File: config.mk
export PLATFORM = sky130hd
export DESIGN_NAME = sdhost_irq_flags
export DESIGN_NICKNAME = d
export VERILOG_FILES = /design/src/rtl/sdirq_pkg.sv /design/src/rtl/sdirq_evt_bank.sv /design/src/rtl/sdirq_fifo_req.sv /design/src/rtl/sdirq_mask_reg.sv /design/src/rtl/sdhost_irq_flags.sv
export SDC_FILE = /design/constraint.sdc
export NUM_CORES = 1
export LEC_CHECK = 0
export BUFFER_PORTS_ARGS = -buffer_cell sky130_fd_sc_hd__buf_2
export CORE_AREA = 2 2 42 44
export CTS_CLUSTER_SIZE = 40
export DETAILED_ROUTE_END_ITERATION = 8
export DIE_AREA = 0 0 44 46
export MAX_ROUTING_LAYER = met4
export PLACE_DENSITY = 0.82
export SYNTH_ARGS = -nofsm -noshare
export SYNTH_HDL_FRONTEND = slang
export SYNTH_SLANG_ARGS = --single-unit
export TNS_END_PERCENT = 10
File: constraint.sdc
create_clock -name clk -period 1 [get_ports clk]
set_input_delay 0.1 -clock clk [delete_from_list [all_inputs] [get_ports clk]]
set_output_delay 0.1 -clock clk [all_outputs]
set_load 0.02 [all_outputs]
File: src/rtl/sdirq_pkg.sv
package sdirq_pkg;
    localparam int FLAG_W      = 8;
    localparam int POS_XFER    = 0;
    localparam int POS_PROG    = 1;
    localparam int POS_CMD     = 2;
    localparam int POS_RXREQ   = 5;
    localparam int POS_TXREQ   = 6;
    localparam int POS_CARD    = 7;
    localparam int N_EVT       = 4;
    localparam int EVT_POS [N_EVT] = '{POS_XFER, POS_PROG, POS_CMD, POS_CARD};
endpackage

File: src/rtl/sdirq_evt_bank.sv
module sdirq_evt_bank #(
    parameter int N = 4
) (
    input  logic         clk,
    input  logic         rst_n,
    input  logic [N-1:0] evt_pulse,
    input  logic         clr_en,
    input  logic [N-1:0] clr_bits,
    output logic [N-1:0] evt_q
);
    typedef struct packed {
        logic [N-1:0] evt;
    } st_t;

    st_t st_d, st_q;

    always_comb begin
        st_d = st_q;
        for (int i = 0; i < N; i++) begin
            if (clr_en && clr_bits[i]) st_d.evt[i] = 1'b0;
            if (evt_pulse[i])          st_d.evt[i] = 1'b1;
        end
    end

    always_ff @(posedge clk) begin
        if (!rst_n) st_q <= '0;
        else        st_q <= st_d;
    end

    assign evt_q = st_q.evt;

    a_r2_evt_sets: assert property (@(posedge clk) disable iff (!rst_n)
        (evt_pulse != '0) |=> ((evt_q & $past(evt_pulse)) == $past(evt_pulse)));
    a_r3_w1c_clears: assert property (@(posedge clk) disable iff (!rst_n)
        clr_en |=> ((evt_q & $past(clr_bits & ~evt_pulse)) == '0));
    a_r2_sticky_hold: assert property (@(posedge clk) disable iff (!rst_n)
        (!clr_en && evt_pulse == '0) |=> $stable(evt_q));
endmodule

File: src/rtl/sdirq_fifo_req.sv
module sdirq_fifo_req #(
    parameter int LVL_W  = 5,
    parameter int THRESH = 8
) (
    input  logic             clk,
    input  logic             rst_n,
    input  logic [LVL_W-1:0] rx_level,
    input  logic [LVL_W-1:0] tx_level,
    output logic             rx_req_q,
    output logic             tx_req_q
);
    localparam logic [LVL_W-1:0] THR = LVL_W'(THRESH);

    typedef struct packed {
        logic rx;
        logic tx;
    } st_t;

    st_t st_d, st_q;

    always_comb begin
        st_d.rx = (rx_level >= THR);
        st_d.tx = (tx_level <  THR);
    end

    always_ff @(posedge clk) begin
        if (!rst_n) st_q <= '0;
        else        st_q <= st_d;
    end

    assign rx_req_q = st_q.rx;
    assign tx_req_q = st_q.tx;

    a_r5_rx_req: assert property (@(posedge clk) disable iff (!rst_n)
        (rx_level >= THR) |=> rx_req_q);
    a_r6_tx_req: assert property (@(posedge clk) disable iff (!rst_n)
        (tx_level >= THR) |=> !tx_req_q);
endmodule

File: src/rtl/sdirq_mask_reg.sv
module sdirq_mask_reg #(
    parameter int W = 8
) (
    input  logic         clk,
    input  logic         rst_n,
    input  logic         ld,
    input  logic [W-1:0] ld_val,
    output logic [W-1:0] mask_q
);
    typedef struct packed {
        logic [W-1:0] mask;
    } st_t;

    st_t st_d, st_q;

    always_comb begin
        st_d = st_q;
        if (ld) st_d.mask = ld_val;
    end

    always_ff @(posedge clk) begin
        if (!rst_n) st_q <= '1;
        else        st_q <= st_d;
    end

    assign mask_q = st_q.mask;

    a_r8_mask_load: assert property (@(posedge clk) disable iff (!rst_n)
        ld |=> (mask_q == $past(ld_val)));
endmodule

File: src/rtl/sdhost_irq_flags.sv
module sdhost_irq_flags
    import sdirq_pkg::*;
#(
    parameter int LVL_W  = 5,
    parameter int THRESH = 8
) (
    input  logic              clk,
    input  logic              rst_n,
    input  logic              wr_en,
    input  logic              wr_sel,
    input  logic [FLAG_W-1:0] wr_data,
    input  logic              ev_xfer_done,
    input  logic              ev_prog_done,
    input  logic              ev_cmd_resp,
    input  logic              ev_card_irq,
    input  logic [LVL_W-1:0]  rx_words,
    input  logic [LVL_W-1:0]  tx_words,
    output logic [FLAG_W-1:0] flags_rd,
    output logic [FLAG_W-1:0] mask_rd,
    output logic              irq
);
    logic [N_EVT-1:0] evt_in, evt_clr, evt_q;
    logic             rx_req, tx_req;

    assign evt_in = {ev_card_irq, ev_cmd_resp, ev_prog_done, ev_xfer_done};

    for (genvar g = 0; g < N_EVT; g++) begin : g_clr
        assign evt_clr[g] = wr_data[EVT_POS[g]];
    end

    sdirq_evt_bank #(.N(N_EVT)) u_evt (
        .clk       (clk),
        .rst_n     (rst_n),
        .evt_pulse (evt_in),
        .clr_en    (wr_en && !wr_sel),
        .clr_bits  (evt_clr),
        .evt_q     (evt_q)
    );

    sdirq_fifo_req #(.LVL_W(LVL_W), .THRESH(THRESH)) u_req (
        .clk      (clk),
        .rst_n    (rst_n),
        .rx_level (rx_words),
        .tx_level (tx_words),
        .rx_req_q (rx_req),
        .tx_req_q (tx_req)
    );

    sdirq_mask_reg #(.W(FLAG_W)) u_mask (
        .clk    (clk),
        .rst_n  (rst_n),
        .ld     (wr_en && wr_sel),
        .ld_val (wr_data),
        .mask_q (mask_rd)
    );

    always_comb begin
        flags_rd = '0;
        for (int i = 0; i < N_EVT; i++) flags_rd[EVT_POS[i]] = evt_q[i];
        flags_rd[POS_RXREQ] = rx_req;
        flags_rd[POS_TXREQ] = tx_req;
    end

    assign irq = |(flags_rd & ~mask_rd);

    a_r7_unused_zero: assert property (@(posedge clk) disable iff (!rst_n)
        flags_rd[4:3] == 2'b00);
    a_r9_all_masked_quiet: assert property (@(posedge clk) disable iff (!rst_n)
        (mask_rd == '1) |-> !irq);
    a_r9_set_under_mask: assert property (@(posedge clk) disable iff (!rst_n)
        (ev_card_irq && mask_rd[POS_CARD]) |=> flags_rd[POS_CARD]);
endmodule

Word-level counts from Yosys, hierarchy flattened --
Index checks and enable logic that the tools add are counted.
Storage, ports and cells: register bits after elaboration 14, logic and storage cells 31
Operators by class: magnitude comparators 2, multiplexer cells 8, bitwise operators 2, reductions and logical operators 12
Operator list (number):
- bitwise AND 8 bit | 1
- two-way mux 1 bit | 8
- NOT 8 bit | 1
- nonzero test 2 bit | 4
- OR reduction 8 bit | 1
- logical AND 1 bit | 6
- >= comparator 5 x 4 -> 1 bit (second input constant) | 1
- < comparator 5 x 4 -> 1 bit (second input constant) | 1
- zero test 1 bit | 1

Logic depth before layout (Yosys ltp) --
Gate-level depths: netlist of run 1.
depth in word-level cells 5, gate-level depth with buffers 4, mapped depth without buffers 3

Cells and area by module --
From an unflattened synthesis of run 1, not the netlist that was laid out.
Second synthesis, totals: cell total of the unflattened synthesis 63, area total of the unflattened synthesis 579.3 sq um
Modules (own cells, without submodules):
- sdirq_mask_reg | instances 1, cells each 26, area an instance 285.3 sq um, seq. area each 160.2 sq um
- sdirq_evt_bank | instances 1, cells each 16, area an instance 140.1 sq um, seq. area each 80.1 sq um
- sdhost_irq_flags | instances 1, cells each 17, area an instance 93.8 sq um, seq. area each 0.0 sq um
- sdirq_fifo_req | instances 1, cells each 4, area an instance 60.1 sq um, seq. area each 40.0 sq um

Worst setup path before layout of run 1 --
OpenSTA, ideal clock, no wires.
path type reg-to-output, start point reg u_mask.st_q, in the netlist u_mask.mask_q[2], end point out irq, arrival 1.000 ns, required time 0.900 ns, path slack -0.100 ns, cell stages (with the launch flop) 3, cell sequence dfxtp_1 > o22ai_1 > or3_1
On the way: word-level cells in the longest chain between the ends 3
RTL lines:
- start: declaration | line sdirq_mask_reg.sv:14 | st_t st_d, st_q;
- start signal: assignment | line sdirq_mask_reg.sv:23 | else st_q <= st_d;
- NOT 8 bit | line sdhost_irq_flags.sv:64 | assign irq = |(flags_rd & ~mask_rd);
- bitwise AND 8 bit | line sdhost_irq_flags.sv:64
- OR reduction 8 bit | line sdhost_irq_flags.sv:64
- end: declaration | line sdhost_irq_flags.sv:20 | output logic irq
Every way passes these cells.

Worst setup path after layout of run 1 --
start point reg u_evt.st_q, in the netlist u_evt.evt_q[1], end point out irq
On the way: word-level cells in the longest chain between the ends 2
RTL lines:
- start: declaration | line sdirq_evt_bank.sv:15 | st_t st_d, st_q;
- start signal: assignment | line sdirq_evt_bank.sv:27 | else st_q <= st_d;
- bitwise AND 8 bit | line sdhost_irq_flags.sv:64
- OR reduction 8 bit | line sdhost_irq_flags.sv:64
Every way passes these cells.

==> implementation parameters, run 1 <==
Parameter                              Value

Clocking
  Max clock buf depth    2
  Clk_lat worst skew    about 0.28 ns
  Register clock-pin slew on the reported worst setup and hold paths    0.09 ns
  Number of levels the H-tree was split into    1
  Sink Count    14
  Number of setup buffers added after CTS    0
  TritonCTS buffer count    3
  Clock tree from TritonCTS    yes
  CTS root buf    sky130_fd_sc_hd__clkbuf_4

Global routing
  Maximum number of pins on one net before global-route repair    15
  Leftover overflow at the end of global routing    0
  Number of global-route vias before repair    about 500
  Wire length of the first global-routing pass    between 2000 and 2500 µm
  Antenna violations before repair    0
  Total routing resource utilization after global routing    15.4%

Yosys
  Warning count from the yosys run    0
  Library cells used by synthesis    14
  Synthesized cell area    between 500 and 600 µm²
  Fraction of post-synthesis cell area in the top cell type by area    50.2%
  Count leader, synth    sky130_fd_sc_hd__nand2_1
  Synthesis-stage register bit count    14
  Leading register cell type out of synthesis    sky130_fd_sc_hd__dfxtp_1
  Post-synthesis cell type with the largest combined area    sky130_fd_sc_hd__dfxtp_1
  Commonest cells post-synth    sky130_fd_sc_hd__nand2_1 (17), sky130_fd_sc_hd__dfxtp_1 (14), sky130_fd_sc_hd__nand3_1 (8)
  Area contributors post-synth    sky130_fd_sc_hd__dfxtp_1 (50%), sky130_fd_sc_hd__nand2_1 (11%), sky130_fd_sc_hd__nand3_1 (7.2%)
  Cells after synthesis    just under 70
  Post-synthesis sequential area ratio    between 50% and 60%
  Average footprint of a synthesized cell    8.21 µm²
  EDFF count, synth    0
  Share of synthesized registers carrying an async set or reset    0%

Detailed routing
  Total via count in the routed design    between 500 and 600
  WL per Instance    around 11 µm
  Detailed-router iteration count before antenna repair    6
  Via density per instance    4.58
  Detailed-route DRC error count    0
  Number of nets with antenna violations after routing    0
  Final Routed Wirelength    1460 µm
  Iteration-0 DRC Markers    13

STA
  Worst-case hold slack    around 0.017 ns
  Setup Skew    0 ns
  Worst-case setup margin in the final layout    -0.351 ns
  Final Hold Viols    0
  Slew Viols, Final    0
  Setup violation total in the final timing report    1
  Final worst path period share    135%
  Final min period    around 1.4 ns
  RSZ-0062 raised after global routing    true
  Max Freq    approximately 0.74 GHz

Pwr
  Power spent charging and discharging nets    0.363 mW
  Power per cell area    1500 mW/mm²
  Combinational share of power    a little under a quarter
  Net Sw Frac    27.2%
  Fraction of power consumed by the clock network    between 30 and 40%
  Worst IR Drop VDD    0.789 mV
  Power Internal    0.973 mW
  Proportion of power drawn by flip-flops and latches    between 40% and 50%
  Reported leakage power    roughly 0.45 nW
  Total power consumption of the routed design    ~1.3 mW

Setup path
  Critical Path Sink    irq
  Required time of the worst setup path    approximately 0.90 ns
  Nature of the critical path startpoint    flip-flop
  FF-to-FF Start    u_evt.evt_q[3]
  Critical path start-end classification    flip-flop to output pin
  Crit Reg-Reg Endpoint    u_evt.evt_q[3]
  Cells traversed along the worst timing path    inv_2 -> o22ai_2 -> or3_4 -> buf_6
  Number of buffer and inverter stages on the critical path    2
  Setup crit end kind    output pin
  Largest driver fanout on the critical path    2
  CP Data Arrival Time    1.25 ns
  Flop2flop setup slack    0.22 ns
  Kind of cell adding the most delay to the critical path    simple AND/OR/NAND/NOR gates
  Maximum single-stage delay on the critical path    approximately 0.38 ns
  Start point of the critical path    u_evt.evt_q[1]
  Slowest cell on crit path    sky130_fd_sc_hd__or3_4
  Logic depth of the worst setup path including buffers    4
  Worst r2r path cells    4

Final layout
  Antenna Cells    0
  Layout filler cell count    160
  Layout Utilization    a little under three fifths
  Net count, final    between 100 and 150
  Area added between synthesis and finish    60.1%
  Fraction of final layout cells with drive strength greater than 1    55.9%

Place
  Port Buf Inserts    34
  RD Place Congestion    0.751
  HPWL after detailed placement    1020 µm

Floorplanning
  Horiz. Die Dim    roughly 44 µm
  Total die area    roughly 0.0020 mm²
  Height of the die    approximately 46 µm
  Number of ports placed on the die boundary    43
  Starting Density    between 30% and 40%
  Floorplan Core Area    approximately 0.0016 mm²
  Row Count    15

Min path
  Worst Hold Class    primary input to flip-flop
  Start point of the worst hold path    rx_words[4]

Outcome
  Violated checks    setup timing
  Outcome    finished, violations left

Run
  Max-cap violations    0
cells in the final DEF (no fill, tap or decap), types with 4 or more instances in the layout:
| cell type | n |
|---|---|
| sky130_fd_sc_hd__a21oi_1 | 4 |
| sky130_fd_sc_hd__buf_6 | 6 |
| sky130_fd_sc_hd__o21a_1 | 5 |
| sky130_fd_sc_hd__nand3_1 | 8 |
| sky130_fd_sc_hd__buf_2 | 28 |
| sky130_fd_sc_hd__dfxtp_1 | 5 |
| sky130_fd_sc_hd__nand2_1 | 17 |
| sky130_fd_sc_hd__buf_4 | 8 |
| sky130_fd_sc_hd__dfxtp_2 | 9 |
area by class of cell:
| type | count | area [µm²] | area share (%) |
|---|---|---|---|
| inverter | 6 | 22.5 | 2.52 |
| tap | 17 | 21.3 | 2.38 |
| clock buffer | 4 | 36.3 | 4.06 |
| sequential | 14 | 292 | 32.6 |
| multi-input combinational | 43 | 234 | 26.2 |
| timing repair buffer | 44 | 288 | 32.2 |
per-stage QoR:
| stage | setup TNS (ns) | setup WS (ns) | std cells | cell area, µm² |
|---|---|---|---|---|
| global route | -0.394 | -0.394 | 128 | 893 |
| finish | -0.351 | -0.351 | 128 | 893 |
| global placement | -0.0618 | -0.0618 | 122 | 785 |
| CTS | -0.348 | -0.348 | 128 | 855 |
| detailed placement | -0.0703 | -0.0703 | 122 | 785 |
| floorplan | 0 | 0.00132 | 69 | 576 |
registers in the layout, indices dropped and copies added, names as in the netlist:
register,count
u_evt.evt_q,4
u_mask.mask_q,8
u_req.rx_req_q,1
u_req.tx_req_q,1
logic make-up after synthesis:
family / synth area share, %
AO/OA/AOI/OAI: 13.7
buffers and inverters: 11.7
flip-flops: 50.2
other: 0.672
AND/OR/NAND/NOR: 23.8
how the worst min path moves through the flow:
stage                                 to  slack [ns]  cells past startpoint
after floorplan           u_req.tx_req_q        0.18                      1
after global placement    u_req.tx_req_q        0.26                      2
after detailed placement  u_req.tx_req_q        0.27                      2
after CTS                 u_req.rx_req_q        0.01                      2
after global routing      u_evt.evt_q[1]        0.02                      2
final                     u_req.rx_req_q        0.02                      2
worst reg2reg max path, cell delays in order, from the launching register on:
cell and delay [ns]:
sky130_fd_sc_hd__dfxtp_1 0.31, sky130_fd_sc_hd__inv_1 0.07, sky130_fd_sc_hd__buf_4 0.10, sky130_fd_sc_hd__a21oi_1 0.03, sky130_fd_sc_hd__o21a_1 0.16
routing by layer:
metal  track usage (%)  vias up  routed length [µm]
met2              28.5       25                 796
met5                 -        -                   0
met3              3.17        0                  79
li1                  -      301                   -
met4              7.27        0                   0
met1              15.4      260                 582
power groups by stage:
stage / combinational, mW / clock (mW) / sequential (mW)
2_1_floorplan: 0.114 / 0 / 0.674
3_3_place_gp: 0.265 / 0 / 0.629
3_5_place_dp: 0.271 / 0 / 0.629
4_1_cts: 0.288 / 0.415 / 0.620
5_1_grt: 0.332 / 0.446 / 0.627
6_report: 0.310 / 0.406 / 0.621
repair_timing:
action                                 in CTS  in global routing
setup endpoints to repair                   1                  5
endpoints found under the hold margin       1                  0
gates resized for setup                     7                 12
pin swaps                                   2                  0
hold buffers                                2                  0
No activity file was read; power rests on OpenSTA's default activity.
==> inputs of run 2 (changes only) <==
- CELL_PAD_IN_SITES_DETAIL_PLACEMENT: default -> 0
- CELL_PAD_IN_SITES_GLOBAL_PLACEMENT: default -> 1
- CORE_AREA: 2 2 42 44 -> 2 2 55 47
- DIE_AREA: 0 0 44 46 -> 0 0 57 49
- PLACE_DENSITY: 0.82 -> 0.85
- clock period: 1 -> 1.7 ns (I/O delays scaled with it)
==> implementation parameters, run 2 (same netlist as run 1, synthesis figures left out) <==
Parameter                              Value

Pwr
  Fraction of power consumed by the clock network    32.1% (was 30.4%)
  Reported leakage power    0.390 nW (was 0.451 nW)
  Power per cell area    967 mW/mm² (was 1500 mW/mm²)
  Proportion of power drawn by flip-flops and latches    49.4% (was 46.5%)
  Total power consumption of the routed design    0.734 mW (was 1.34 mW)
  Worst IR Drop VDD    0.633 mV (was 0.789 mV)
  Combinational share of power    18.5% (was 23.2%)
  Net Sw Frac    27.2% (about the same)
  Power Internal    0.534 mW (was 0.973 mW)
  Power spent charging and discharging nets    0.200 mW (was 0.363 mW)

STA
  Setup violation total in the final timing report    0 (was 1)
  RSZ-0062 raised after global routing    false (was true)
  Max Freq    0.701 GHz
  Final Hold Viols    0 (unchanged)
  Final total negative setup slack    0 ns (was -0.351 ns)
  Final min period    about 1.4 ns
  Worst-case hold slack    0.0445 ns (was 0.0170 ns)
  Final worst path period share    83.9%
  Setup Skew    0 ns (unchanged)
  Slew Viols, Final    0 (unchanged)

Setup path
  Critical path start-end classification    flip-flop to output pin (unchanged)
  Number of buffer and inverter stages on the critical path    2 (unchanged)
  Maximum single-stage delay on the critical path    0.36 ns (was 0.38 ns)
  Flop2flop setup slack    1.02 ns (was 0.22 ns)
  Required time of the worst setup path    1.53 ns (was 0.90 ns)
  Start point of the critical path    u_evt.evt_q[2] (was u_evt.evt_q[1])
  Slowest cell on crit path    sky130_fd_sc_hd__or3_1 (was sky130_fd_sc_hd__or3_4)
  CP Data Arrival Time    1.26 ns (was 1.25 ns)
  Setup crit end kind    output pin (unchanged)
  FF-to-FF Start    u_evt.evt_q[2] (was u_evt.evt_q[3])
  Nature of the critical path startpoint    flip-flop (unchanged)
  Cells traversed along the worst timing path    inv_1 -> o22ai_1 -> or3_1 -> buf_2 (was inv_2 -> o22ai_2 -> or3_4 -> buf_6)
  Largest driver fanout on the critical path    2 (unchanged)
  Kind of cell adding the most delay to the critical path    simple AND/OR/NAND/NOR gates (unchanged)

Place
  HPWL after detailed placement    1070 µm (was 1020 µm)
  RD Place Congestion    0.691 (was 0.751)
  Area of placed instances    723 µm² (was 785 µm²)
  Port Buf Inserts    34 (unchanged)

Floorplanning
  Floorplan Core Area    0.00228 mm² (was 0.00161 mm²)
  Height of the die    49 µm (was 46 µm)
  Number of ports placed on the die boundary    43 (unchanged)
  Starting Density    24.5% (was 34.6%)
  Row Count    16 (was 15)
  Horiz. Die Dim    57 µm (was 44 µm)
  Total die area    0.00279 mm² (was 0.00202 mm²)

Final layout
  Fraction of final layout cells with drive strength greater than 1    38.6% (was 55.9%)
  Max FFs per register    8 (unchanged)
  Most frequent standard cell in the layout excluding fill and tap cells    sky130_fd_sc_hd__buf_2 (unchanged)
  Layout filler cell count    256 (was 160)
  Combined area of the multi-input logic cells    216 µm² (was 234 µm²)
  Finished layout cell area    759 µm² (was 893 µm²)
  Register area    280 µm² (was 292 µm²)
  Net count, final    128 (was 138)
  Most frequent cells in the layout    sky130_fd_sc_hd__buf_2 (34), sky130_fd_sc_hd__nand2_1 (17), sky130_fd_sc_hd__dfxtp_1 (14) (was sky130_fd_sc_hd__buf_2 (28), sky130_fd_sc_hd__nand2_1 (17), sky130_fd_sc_hd__dfxtp_2 (9))
  Antenna Cells    0 (unchanged)
  Area added between synthesis and finish    36.1% (was 60.1%)

Global routing
  Antenna violations before repair    0 (unchanged)
  Maximum number of pins on one net before global-route repair    15 (unchanged)
  Total routing resource utilization after global routing    11.1% (was 15.4%)
  Number of global-route vias before repair    520 (was 511)
  Leftover overflow at the end of global routing    0 (unchanged)
  Wire length of the first global-routing pass    2290 µm (was 2170 µm)

Clocking
  Sink Count    14 (unchanged)
  Post-CTS Hold Buffers    0 (was 2)
  Register clock-pin slew on the reported worst setup and hold paths    0.09 ns (about the same)
  Clock tree from TritonCTS    yes (unchanged)
  CTS root buf    sky130_fd_sc_hd__clkbuf_4 (unchanged)
  Number of setup buffers added after CTS    0 (unchanged)
  Number of levels the H-tree was split into    1 (unchanged)
  TritonCTS buffer count    3 (unchanged)
  Max clock buf depth    2 (unchanged)
  Clk_lat worst skew    0.27 ns (was 0.28 ns)
  Resized cells post-CTS    0 (was 7)

Detailed routing
  Via density per instance    4.30 (was 4.58)
  WL per Instance    10.6 µm (was 11.4 µm)
  Total via count in the routed design    551 (was 586)
  Iteration-0 DRC Markers    5 (was 13)
  Final Routed Wirelength    1360 µm (was 1460 µm)
  Detailed-route DRC error count    0 (unchanged)
  Detailed-router iteration count before antenna repair    4 (was 6)
  Number of nets with antenna violations after routing    0 (unchanged)

Outcome
  Outcome    finished, final reports clean (was finished, violations left)

Run
  Max-cap violations    0 (unchanged)

Min path
  Worst Hold Class    primary input to flip-flop (unchanged)
  Start point of the worst hold path    tx_words[4] (was rx_words[4])
[run 2: cell type report]
type | instances | share of cell area (%)
inverter | 6 | 2.97
multi-input combinational | 43 | 28.5
sequential | 14 | 36.9
clock buffer | 4 | 4.78
tap | 27 | 4.45
timing repair buffer | 34 | 22.4
[run 2: worst paths after layout]
kind	depth (start not counted)	end
setup / recovery	4	irq
hold / removal	2	u_req.tx_req_q
setup reg to reg	3	u_evt.evt_q[2]
hold reg to reg	2	u_mask.mask_q[3]
[run 2: per-stage QoR]
stage / std cells / setup slack (ns) / utilization (%)
after floorplan: 69 / 0.530 / -
after global placement: 124 / 0.584 / 31.7
after detailed placement: 124 / 0.575 / 31.7
after CTS: 128 / 0.249 / 33.3
after global routing: 128 / 0.182 / 33.3
final: 128 / 0.273 / 33.3
[run 2: power by group through the flow]
| stage | logic, mW | clock network (mW) | registers, mW |
|---|---|---|---|
| detailed placement | 0.138 | 0 | 0.370 |
| floorplan | 0.0640 | 0 | 0.394 |
| global route | 0.151 | 0.265 | 0.365 |
| global placement | 0.136 | 0 | 0.370 |
| CTS | 0.138 | 0.253 | 0.363 |
| finish | 0.136 | 0.236 | 0.363 |
[run 2: layer usage]
| metal | share of wire, % | GRT usage, % |
|---|---|---|
| met4 | 1.4 | 3.49 |
| met5 | 0 | - |
| met1 | 44 | 13.0 |
| met3 | 7.0 | 5.04 |
| met2 | 47 | 16.9 |
==> inputs of run 3 (changes only) <==
- CORE_AREA: 2 2 55 47 -> 2 2 60 51
- DIE_AREA: 0 0 57 49 -> 0 0 62 53
- PLACE_DENSITY: 0.85 -> 0.77
- clock period: 1.7 -> 1.2 ns (I/O delays scaled with it)
==> implementation parameters, run 3 (same netlist as run 1, synthesis figures left out) <==
Parameter                              Value

Setup path
  Cells traversed along the worst timing path    inv_2 -> o22ai_2 -> or3_4 -> buf_6 (was inv_1 -> o22ai_1 -> or3_1 -> buf_2)
  CP Data Arrival Time    1.26 ns (about the same)
  Setup crit end kind    output pin (unchanged)
  Slowest cell on crit path    sky130_fd_sc_hd__or3_4 (was sky130_fd_sc_hd__or3_1)
  Kind of cell adding the most delay to the critical path    simple AND/OR/NAND/NOR gates (unchanged)
  Largest driver fanout on the critical path    2 (unchanged)
  Critical path start-end classification    flip-flop to output pin (unchanged)
  Nature of the critical path startpoint    flip-flop (unchanged)
  FF-to-FF Start    u_evt.evt_q[2] (unchanged)
  Required time of the worst setup path    1.08 ns (was 1.53 ns)
  Start point of the critical path    u_evt.evt_q[2] (unchanged)
  Number of buffer and inverter stages on the critical path    2 (unchanged)
  Maximum single-stage delay on the critical path    0.39 ns (was 0.36 ns)

Final layout
  Finished layout cell area    817 µm² (was 759 µm²)
  Layout Utilization    30.7% (was 33.3%)
  Net count, final    130 (was 128)
  Antenna Cells    0 (unchanged)
  Area added between synthesis and finish    46.4% (was 36.1%)
  Most frequent cells in the layout    sky130_fd_sc_hd__buf_2 (33), sky130_fd_sc_hd__nand2_1 (17), sky130_fd_sc_hd__dfxtp_1 (9) (was sky130_fd_sc_hd__buf_2 (34), sky130_fd_sc_hd__nand2_1 (17), sky130_fd_sc_hd__dfxtp_1 (14))
  Most frequent standard cell in the layout excluding fill and tap cells    sky130_fd_sc_hd__buf_2 (unchanged)
  Fraction of final layout cells with drive strength greater than 1    47.6% (was 38.6%)
  Max FFs per register    8 (unchanged)
  Layout filler cell count    302 (was 256)
  Cell Count, Final, Fillers Out    141 (was 128)

Global routing
  Total routing resource utilization after global routing    10.2% (was 11.1%)
  Wire length of the first global-routing pass    2220 µm (was 2290 µm)
  Antenna violations before repair    0 (unchanged)
  Leftover overflow at the end of global routing    0 (unchanged)
  Maximum number of pins on one net before global-route repair    15 (unchanged)
  Number of global-route vias before repair    492 (was 520)

Pwr
  Power Internal    0.775 mW (was 0.534 mW)
  Proportion of power drawn by flip-flops and latches    48.2% (was 49.4%)
  Net Sw Frac    28.0% (was 27.2%)
  Reported leakage power    0.400 nW (was 0.390 nW)
  Worst IR Drop VDD    0.489 mV (was 0.633 mV)
  Power per cell area    1320 mW/mm² (was 967 mW/mm²)
  Combinational share of power    19.9% (was 18.5%)
  Total power consumption of the routed design    1.08 mW (was 0.734 mW)
  Fraction of power consumed by the clock network    31.9% (was 32.1%)
  Power spent charging and discharging nets    0.301 mW (was 0.200 mW)

STA
  Setup violation total in the final timing report    1 (was 0)
  RSZ-0062 raised after global routing    true (was false)
  Final Hold Viols    0 (unchanged)
  Worst-case hold slack    0.0355 ns (was 0.0445 ns)
  Slew Viols, Final    0 (unchanged)
  Worst-case setup margin in the final layout    -0.184 ns (was 0.273 ns)
  Final worst path period share    115%
  Final total negative setup slack    -0.184 ns (was 0 ns)
  Max Freq    between 0.7 and 0.8 GHz
  Setup Skew    0 ns (unchanged)
  Final min period    1.38 ns

Detailed routing
  Iteration-0 DRC Markers    27 (was 5)
  WL per Instance    10.9 µm (was 10.6 µm)
  Number of nets with antenna violations after routing    0 (unchanged)
  Detailed-route DRC error count    0 (unchanged)
  Total via count in the routed design    575 (was 551)
  Via density per instance    4.08 (was 4.30)
  Detailed-router iteration count before antenna repair    4 (unchanged)
  Final Routed Wirelength    1540 µm (was 1360 µm)

Clocking
  Register clock-pin slew on the reported worst setup and hold paths    0.09 ns (about the same)
  TritonCTS buffer count    3 (unchanged)
  Number of levels the H-tree was split into    1 (unchanged)
  Clk_lat worst skew    0.28 ns (was 0.27 ns)
  Sink Count    14 (unchanged)
  Max clock buf depth    2 (unchanged)
  CTS root buf    sky130_fd_sc_hd__clkbuf_4 (unchanged)
  Clock tree from TritonCTS    yes (unchanged)
  Number of setup buffers added after CTS    0 (unchanged)

Floorplanning
  Row Count    17 (was 16)
  Height of the die    53 µm (was 49 µm)
  Total die area    0.00329 mm² (was 0.00279 mm²)
  Starting Density    21.0% (was 24.5%)
  Number of ports placed on the die boundary    43 (unchanged)
  Horiz. Die Dim    62 µm (was 57 µm)
  Floorplan Core Area    0.00266 mm² (was 0.00228 mm²)

Place
  RD Place Congestion    0.687 (was 0.691)
  HPWL after detailed placement    1180 µm (was 1070 µm)
  Area of placed instances    737 µm² (was 723 µm²)
  Placed instance count    135 (was 124)
  Port Buf Inserts    34 (unchanged)
  Post-placement setup slack    0.106 ns (was 0.575 ns)

Run
  Max-cap violations    0 (unchanged)

Min path
  Worst Hold Class    primary input to flip-flop (unchanged)
  Start point of the worst hold path    rx_words[4] (was tx_words[4])

Outcome
  Violated checks    setup timing
  Outcome    finished, violations left (was finished, final reports clean)
==> run 3: area by class of cell <==
cell class	count	area (µm²)	share of cell area [%]
Sequential cell	14	287	35.1
Tap cell	38	47.5	5.82
Inverter	6	22.5	2.76
Multi-Input combinational cell	43	228	27.9
Clock buffer	4	36.3	4.44
Timing Repair Buffer	36	196	24.0
==> run 3: final timing paths <==
path | endpoint | slack (ns) | depth (start not counted)
worst max-delay path | irq | -0.18 | 4
worst min-delay path | u_req.rx_req_q | 0.04 | 2
worst max register to register | u_evt.evt_q[2] | 0.49 | 3
worst min register to register | u_mask.mask_q[3] | 0.48 | 2
==> run 3: layer usage <==
metal | vias to the layer above | GRT usage [%] | share of wire (%)
li1 | 287 | - | -
met1 | 260 | 11.9 | 43
met2 | 26 | 15.8 | 50
met3 | 2 | 3.67 | 6.5
met4 | 0 | 4.26 | 1.1
met5 | - | - | 0
==> run 3: power groups by stage <==
stage               clock [mW]  sequential, mW  combinational [mW]
global placement             0           0.524               0.194
floorplan                    0           0.558              0.0906
finish                   0.343           0.519               0.214
CTS                      0.359           0.517               0.211
detailed placement           0           0.525               0.198
global route             0.380           0.522               0.234
==> run 3: what timing repair did <==
action                                  in CTS  in global routing
gates resized for setup                      9                  3
hold buffers                                 2                  0
pin swaps                                    2                  2
endpoints found under the setup margin       1                  1
endpoints found under the hold margin        1                  0
